$ cat src/rtl/ocpwm_pkg.sv
// Shared types for the compare PWM channel.
// Assumes: nothing beyond IEEE 1800-2017.
package ocpwm_pkg;
    // Output action chosen for one clock edge.
    typedef enum logic [1:0] {
        DRV_HOLD  = 2'd0,
        DRV_ACT   = 2'd1,
        DRV_INACT = 2'd2
    } drive_e;
endpackage

$ cat src/rtl/ocpwm_cmp.sv
// Equality comparator between the time base and one active compare value.
// Assumes: en already combines the tick enable and the run enable.
module ocpwm_cmp #(
    parameter int W = 24
) (
    input  logic         en,
    input  logic [W-1:0] tbase,
    input  logic [W-1:0] ref_val,
    output logic         hit
);
    // Match only on enabled cycles.
    always_comb begin
        hit = en && (tbase == ref_val);
    end
endmodule

$ cat src/rtl/ocpwm_regs.sv
// Buffered and active compare values for channel A and B.
// Assumes: xfer pulses on a cmp_a match and is used only in period mode.
module ocpwm_regs #(
    parameter int W = 24
) (
    input  logic         clk,
    input  logic         rst_n,
    input  logic         upd_sel,
    input  logic         wr_a,
    input  logic         wr_b,
    input  logic [W-1:0] wr_data,
    input  logic         xfer,
    output logic [W-1:0] a_act,
    output logic [W-1:0] b_act
);
    logic [W-1:0] a_buf;
    logic [W-1:0] b_buf;

    // Buffer stage: every write lands here.
    always_ff @(posedge clk) begin
        if (!rst_n) begin
            a_buf <= '0;
            b_buf <= '0;
        end else begin
            if (wr_a) a_buf <= wr_data;
            if (wr_b) b_buf <= wr_data;
        end
    end

    // Active stage: immediate copy of writes, or buffer copy at a period start.
    always_ff @(posedge clk) begin
        if (!rst_n) begin
            a_act <= '0;
            b_act <= '0;
        end else if (!upd_sel) begin
            if (wr_a) a_act <= wr_data;
            if (wr_b) b_act <= wr_data;
        end else if (xfer) begin
            a_act <= a_buf;
            b_act <= b_buf;
        end
    end
endmodule

$ cat src/rtl/ocpwm_drive.sv
// Output flip-flop and sticky match flag.
// Assumes: hit_a/hit_b are already gated by tick and run enable.
module ocpwm_drive
    import ocpwm_pkg::*;
(
    input  logic clk,
    input  logic rst_n,
    input  logic run_en,
    input  logic act_pol,
    input  logic hit_a,
    input  logic hit_b,
    input  logic a_zero,
    input  logic frc_act,
    input  logic frc_inact,
    input  logic flag_w1c,
    output logic pwm_out,
    output logic match_flag,
    output logic run_q
);
    drive_e drv;

    // Choose the action: entry, then force, then compare matches.
    always_comb begin
        drv = DRV_HOLD;
        if (!run_en)        drv = DRV_HOLD;
        else if (!run_q)    drv = DRV_INACT;
        else if (frc_inact) drv = DRV_INACT;
        else if (frc_act)   drv = DRV_ACT;
        else if (hit_a)     drv = a_zero ? DRV_INACT : DRV_ACT;
        else if (hit_b)     drv = DRV_INACT;
    end

    // Output flip-flop and previous run enable.
    always_ff @(posedge clk) begin
        if (!rst_n) begin
            pwm_out <= 1'b0;
            run_q   <= 1'b0;
        end else begin
            run_q <= run_en;
            case (drv)
                DRV_ACT:   pwm_out <= act_pol;
                DRV_INACT: pwm_out <= ~act_pol;
                default:   pwm_out <= pwm_out;
            endcase
        end
    end

    // Sticky flag: a set beats a clear in the same cycle.
    always_ff @(posedge clk) begin
        if (!rst_n)        match_flag <= 1'b0;
        else if (hit_b)    match_flag <= 1'b1;
        else if (flag_w1c) match_flag <= 1'b0;
    end
endmodule

$ cat src/rtl/ocpwm_channel.sv
// Top: double-buffered compare PWM channel on a shared time base.
// Assumes: the time base advances outside this block; cnt_tick qualifies it.
module ocpwm_channel #(
    parameter int W = 24
) (
    input  logic         clk,
    input  logic         rst_n,
    input  logic         cnt_tick,
    input  logic [W-1:0] tbase,
    input  logic         run_en,
    input  logic         act_pol,
    input  logic         upd_sel,
    input  logic         wr_a,
    input  logic         wr_b,
    input  logic [W-1:0] wr_data,
    input  logic         frc_act,
    input  logic         frc_inact,
    input  logic         flag_w1c,
    output logic         pwm_out,
    output logic         match_flag
);
    logic [W-1:0] a_act;
    logic [W-1:0] b_act;
    logic         cmp_en;
    logic         hit_a;
    logic         hit_b;
    logic         run_q;

    // Compare enable: tick while running.
    always_comb cmp_en = cnt_tick && run_en;

    ocpwm_regs #(.W(W)) u_regs (
        .clk(clk), .rst_n(rst_n), .upd_sel(upd_sel),
        .wr_a(wr_a), .wr_b(wr_b), .wr_data(wr_data),
        .xfer(hit_a), .a_act(a_act), .b_act(b_act)
    );

    ocpwm_cmp #(.W(W)) u_cmp_a (
        .en(cmp_en), .tbase(tbase), .ref_val(a_act), .hit(hit_a)
    );

    ocpwm_cmp #(.W(W)) u_cmp_b (
        .en(cmp_en), .tbase(tbase), .ref_val(b_act), .hit(hit_b)
    );

    ocpwm_drive u_drive (
        .clk(clk), .rst_n(rst_n), .run_en(run_en), .act_pol(act_pol),
        .hit_a(hit_a), .hit_b(hit_b), .a_zero(a_act == '0),
        .frc_act(frc_act), .frc_inact(frc_inact), .flag_w1c(flag_w1c),
        .pwm_out(pwm_out), .match_flag(match_flag), .run_q(run_q)
    );
endmodule

$ cat config.mk
export PLATFORM = sky130hd
export DESIGN_NAME = ocpwm_channel
export DESIGN_NICKNAME = d
export VERILOG_FILES = /design/src/rtl/ocpwm_pkg.sv /design/src/rtl/ocpwm_cmp.sv /design/src/rtl/ocpwm_regs.sv /design/src/rtl/ocpwm_drive.sv /design/src/rtl/ocpwm_channel.sv
export SDC_FILE = /design/constraint.sdc
export NUM_CORES = 1
export LEC_CHECK = 0
export ABC_AREA = 1
export ABC_CLOCK_PERIOD_IN_PS = 2100
export BUFFER_PORTS_ARGS = -buffer_cell sky130_fd_sc_hd__buf_2
export CELL_PAD_IN_SITES_DETAIL_PLACEMENT = 0
export CELL_PAD_IN_SITES_GLOBAL_PLACEMENT = 1
export CORE_UTILIZATION = 40
export DETAILED_ROUTE_END_ITERATION = 10
export PLACE_DENSITY = 0.86
export SYNTH_ARGS = -nofsm -noshare
export SYNTH_HDL_FRONTEND = slang
export SYNTH_HIERARCHICAL = 1
export SYNTH_SLANG_ARGS = --single-unit
$ cat constraint.sdc
create_clock -name clk -period 2.1 [get_ports clk]
set_clock_uncertainty 0.15 [all_clocks]
set_input_delay 0.105 -clock clk [delete_from_list [all_inputs] [get_ports clk]]
set_output_delay 0.105 -clock clk [all_outputs]
set_load 0.03 [all_outputs]
Yosys cells after proc, flatten, opt, wreduce, memory -nomap -nowiden

Cells that the tools add are included.

Multiplexer cells: 16
Bitwise operators: 1
Equal/unequal tests: 5
Reductions and logical operators: 10

Operators by type and width:

| cell                 | number |
|---|---|
| $mux W24             | 6 |
| $eq A24 B24 Y1       | 2 |
| $logic_not A24 Y1    | 1 |
| $mux W2              | 7 |
| $reduce_bool A2 Y1   | 4 |
| $reduce_and A2 Y1    | 2 |
| $logic_and A1 B1 Y1  | 3 |
| $eq A2 B1 Y1 const B | 1 |
| $eq A2 B2 Y1 const B | 1 |
| $mux W1              | 2 |
| $ne A2 B1 Y1 const B | 1 |
| $pmux W1 S2          | 1 |
| $not A1 Y1           | 1 |

Input port bits: 59
Flip-flop bits (word level): 99
Word-level logic and storage cells: 39

Depth between registers and ports, before layout

Depth after elaboration: 10
Depth in mapped cells: 18

Cells and area by module

The synthesis kept the hierarchy.

By module, submodules not included:

| module        | instances | sequential area each (um2) | area an instance (um2) | cells each |
|---|---|---|---|---|
| ocpwm_regs    | 1         | 1921.8                     | 4205.3                 | 650 |
| ocpwm_cmp     | 2         | 0.0                        | 486.7                  | 122 |
| ocpwm_drive   | 1         | 60.1                       | 193.9                  | 30 |
| ocpwm_channel | 1         | 0.0                        | 91.3                   | 23 |

Worst setup path after synthesis

OpenSTA, ideal clock, no wires.

Path kind: reg-to-reg
Start: register u_regs.a_act[15]
End: register u_drive.pwm_out
Path slack: 203 ps
Cell stages (with the launch flop): 19
Data arrival time: 1691 ps
Required time: 1894 ps
Setup time: 56 ps
Cell sequence: dfxtp_1 -> inv_1 -> nand2_1 -> nand2_1 -> nor2_1 -> nand2_1 -> nor2_1 -> nand2_1 -> nor2_2 -> inv_1 -> nand2_2 -> nand3_2 -> a21oi_2 -> ha_1 -> inv_2 -> nor2_1 -> nor2_1 -> nand2_1 -> inv_1

Word-level cells in the longest chain between the ends: 9
Elaborated cells on any way between the ends: 13

RTL lines:

| item                                              | line                | text |
|---|---|---|
| start: declaration                                | ocpwm_regs.sv:13    | `output logic [W-1:0] a_act,` |
| start signal: assignment                          | ocpwm_regs.sv:36    | `if (wr_a) a_act <= wr_data;` |
| start signal: assignment                          | ocpwm_regs.sv:39    | `a_act <= a_buf;` |
| $eq A24 B24 Y1 (*)                                | ocpwm_cmp.sv:13     | `hit = en && (tbase == ref_val);` |
| $logic_and A1 B1 Y1 (*)                           | ocpwm_cmp.sv:13     |  |
| named net hit_a                                   | ocpwm_channel.sv:25 | `logic hit_a;` |
| $mux W2 (*)                                       | ocpwm_drive.sv:29   | `else if (hit_a) drv = a_zero ? DRV_INACT : DRV_ACT;` |
| $mux W2 (*)                                       | ocpwm_drive.sv:28   | `else if (frc_act) drv = DRV_ACT;` |
| $mux W2 (*)                                       | ocpwm_drive.sv:27   | `else if (frc_inact) drv = DRV_INACT;` |
| $mux W2 (*)                                       | ocpwm_drive.sv:26   | `else if (!run_q) drv = DRV_INACT;` |
| $mux W2 (*)                                       | ocpwm_drive.sv:25   | `if (!run_en) drv = DRV_HOLD;` |
| $eq A2 B2 Y1 or $eq A2 B1 Y1 (tied branches)      | ocpwm_drive.sv:40   | `case (drv)` |
| $pmux W1 S2 or $reduce_bool A2 Y1 (tied branches) | n/a                 |  |
| end signal: assignment                            | ocpwm_drive.sv:41   | `DRV_ACT: pwm_out <= act_pol;` |
| end signal: assignment                            | ocpwm_drive.sv:42   | `DRV_INACT: pwm_out <= ~act_pol;` |
| end signal: assignment                            | ocpwm_drive.sv:43   | `default: pwm_out <= pwm_out;` |
| end: declaration                                  | ocpwm_drive.sv:16   | `output logic pwm_out,` |

The timed path passes the listed nets; every way through them passes the cells marked *.
A chain may end at the register's enable or synchronous reset.

Worst setup path after layout

Start: register u_regs.a_act[11]
End: register u_drive.pwm_out

The elaborated chain is that of the path after synthesis.

==> metrics.txt <==
status=complete, no violations; CP required=2200 ps; final hold violation count=0; layout cells sized above 1=11.5%; initial antenna violation count=0; # DRC=0; I/O pin count=61; f_max=484 MHz; Distinct cells, synth=24; Finished Core Util=48.9%; Slew HR=64.5%; part of the Yosys area used for sequential elements=36.3%; reg2reg path depth=17; Hold Crit Class=input pin to register; Core Box Area=0.0133 mm²; PD cells=697 mW/mm²; minimum clock period=2060 ps; Pre-Repair DR Iteration Count=5; port bufs=60; GP Congestion=0.814; Fillers=1,466; RSZ-0062 raised after global routing=yes; CTS H-tree lvls=3; routed wire length per instance=12.6 µm; Die Height=119 µm; worst r2r src=u_regs/a_act[11]; IR drop worst, VDD=408 µV; placed instance count=1,153; crit path launch type=register; CTS sink cnt=99; Ys Warns=6; Worst Setup SP=u_regs/a_act[11]; fin cells=1,199; row cnt=42; Syn Inst Count=947; HPWL Detailed=10.2 mm; die area=0.0141 mm²; MaxCap Viol Count=0; remaining global-route overflow=0; commonest cells after routing, fill and taps aside=297 x nand2_1, 239 x nor2_1, 132 x inv_1; DRT Wirelength=15.1 mm; Vias/cell=4.52; Worst setup endpoint=u_drive/pwm_out; post-route clock period utilization=98.3%; Skew-Pair Late Insertion Delay=350 ps; global-route wire length before repair=24.4 mm; commonest non-fill, non-tap cell in the layout=nand2_1; number of routed nets with antenna violations=0; synthesized area per cell=5.77 µm²; reg2reg end=u_drive/pwm_out; WHS=108 ps; FF+latch count, synth=99; clock root cell=clkbuf_16; Slew Viols, Final=0; Worst Path Max Fanout=4; pin count of the biggest net entering global routing=99; CTS buffer count=9; CTS max path bufs=2; Leak=3.49 nW; Worst R2R Setup Slack=40 ps; n_diodes=0; final setup vio count=0; total track usage=21.9%; clock transition at the registers of the reported paths=70 ps; Area Overhead vs Synth=18.9%; DRT iter0 DRCs=405; WS Path Type=register to register; post-synth net total=1,007; critical path endpoint category=register; Layout Nets=1,078; arrival time of the worst setup path=2170 ps; Worst Max-Slew Pin Slew=531 ps; Cell Area, Synth=0.00546 mm²; CTS tree=built; starting density of the core=41.1%; vias in the first global route=4,840; Chip Width=119 µm; via count=5,416
-- power breakdown --
part,switching (mW),leakage [nW],internal (mW)
Clock,0.700,0.141,0.957
Sequential,0.0871,0.823,2.01
Combinational,0.473,2.53,0.303
-- kinds of logic (layout without fill, tap and decap cells) --
family	after synthesis	after routing	synth area share, %
simple gates	605	607	43.7
buf+inv	179	253	13.2
compound gates	54	54	5.11
xor+xnor	9	9	1.44
fa+ha+maj	1	1	0.229
flops	99	99	36.3
-- cells in the mapped netlist --
| library cell | number | area, µm² |
|---|---|---|
| nand2_1 | 298 | 1120 |
| nor2_1 | 242 | 908 |
| inv_1 | 134 | 503 |
| dfxtp_1 | 99 | 1980 |
| nand3_1 | 51 | 255 |
| o21ai_0 | 50 | 250 |
| buf_2 | 17 | 85.1 |
| clkbuf_1 | 16 | 60.1 |
| xnor2_1 | 7 | 61.3 |
| nor2_2 | 6 | 37.5 |
| inv_2 | 5 | 18.8 |
| buf_4 | 4 | 30.0 |
| nand2_2 | 3 | 18.8 |
| buf_6 | 2 | 22.5 |
| nor2_4 | 2 | 22.5 |
| o211ai_1 | 2 | 15.0 |
| xor2_1 | 2 | 17.5 |
| a21oi_1 | 1 | 5.00 |
| a21oi_2 | 1 | 8.76 |
| clkinv_1 | 1 | 3.75 |
| ha_1 | 1 | 12.5 |
| nand2_4 | 1 | 11.3 |
| nand3_2 | 1 | 10.0 |
| nand4_1 | 1 | 6.26 |
-- registers in the layout (all words and copies together), names as in the netlist --
register and count:
u_regs/a_buf 24, u_drive/pwm_out 1, u_regs/b_act 24, u_regs/b_buf 24, u_drive/run_q 1, u_drive/match_flag 1, u_regs/a_act 24
-- stage by stage --
stage | TNS (ps) | total power [mW] | setup WS, ps | area [µm²]
floorplan | 0 | 2.61 | 203 | 5460
global placement | 0 | 2.85 | 15.0 | 5870
detailed placement | -51.4 | 2.85 | -51.4 | 5870
CTS | 0 | 4.56 | 23.5 | 6440
global route | -88.9 | 4.76 | -88.9 | 6490
finish | 0 | 4.53 | 35.0 | 6490
-- routing by layer --
layer	GRT usage [%]	part of all wire [%]	wire [µm]	up-vias
li1	-	-	-	2940
met1	32.7	53	7950	2358
met2	32.0	42	6370	104
met3	2.97	3.8	577	14
met4	7.67	1.6	238	0
met5	0	0	0	-
-- what timing repair did --
action,in CTS,in global routing
endpoints found under the setup margin,1,28
hold buffers,27,0
endpoints found under the hold margin,71,0
buffers inserted,0,1
resized for setup,4,17
cloned,0,2
pin swaps,0,12
-- area by class of cell --
type | instances | area (µm²) | share of cell area (%)
sequential | 99 | 1990 | 30.7
inverter | 140 | 526 | 8.09
clock buffer | 14 | 254 | 3.91
tap | 176 | 220 | 3.39
clock inverter | 2 | 35.0 | 0.539
multi-input combinational | 671 | 2800 | 43.2
timing repair buffer | 97 | 662 | 10.2
-- critical path, cell delays in order (launching register included) --
cell and delay (ps):
dfxtp_2 360, inv_1 40, nand2_1 80, nand2_1 60
nor2_1 80, nand2_1 70, nor2_1 110, nand2_1 100
nor2_4 190, nand2_2 80, nand2_1 60, nand3_1 70
ha_1 290, inv_2 40, nor2_2 70, nor2_1 40
nand2_1 50, inv_1 30
-- how the worst min path moves through the flow --
stage          startpoint               to  slack (ps)  cells past startpoint
3_3_place_gp       run_en    u_drive/run_q         190                      3
3_5_place_dp       run_en    u_drive/run_q         190                      3
6_report            rst_n    u_drive/run_q         110                      4
5_1_grt           upd_sel  u_regs/a_act[2]         150                      5
4_1_cts           upd_sel  u_regs/a_act[2]         100                      5
2_1_floorplan      run_en    u_drive/run_q          50                      2
Note: power is estimated with default switching activity, not from simulation.
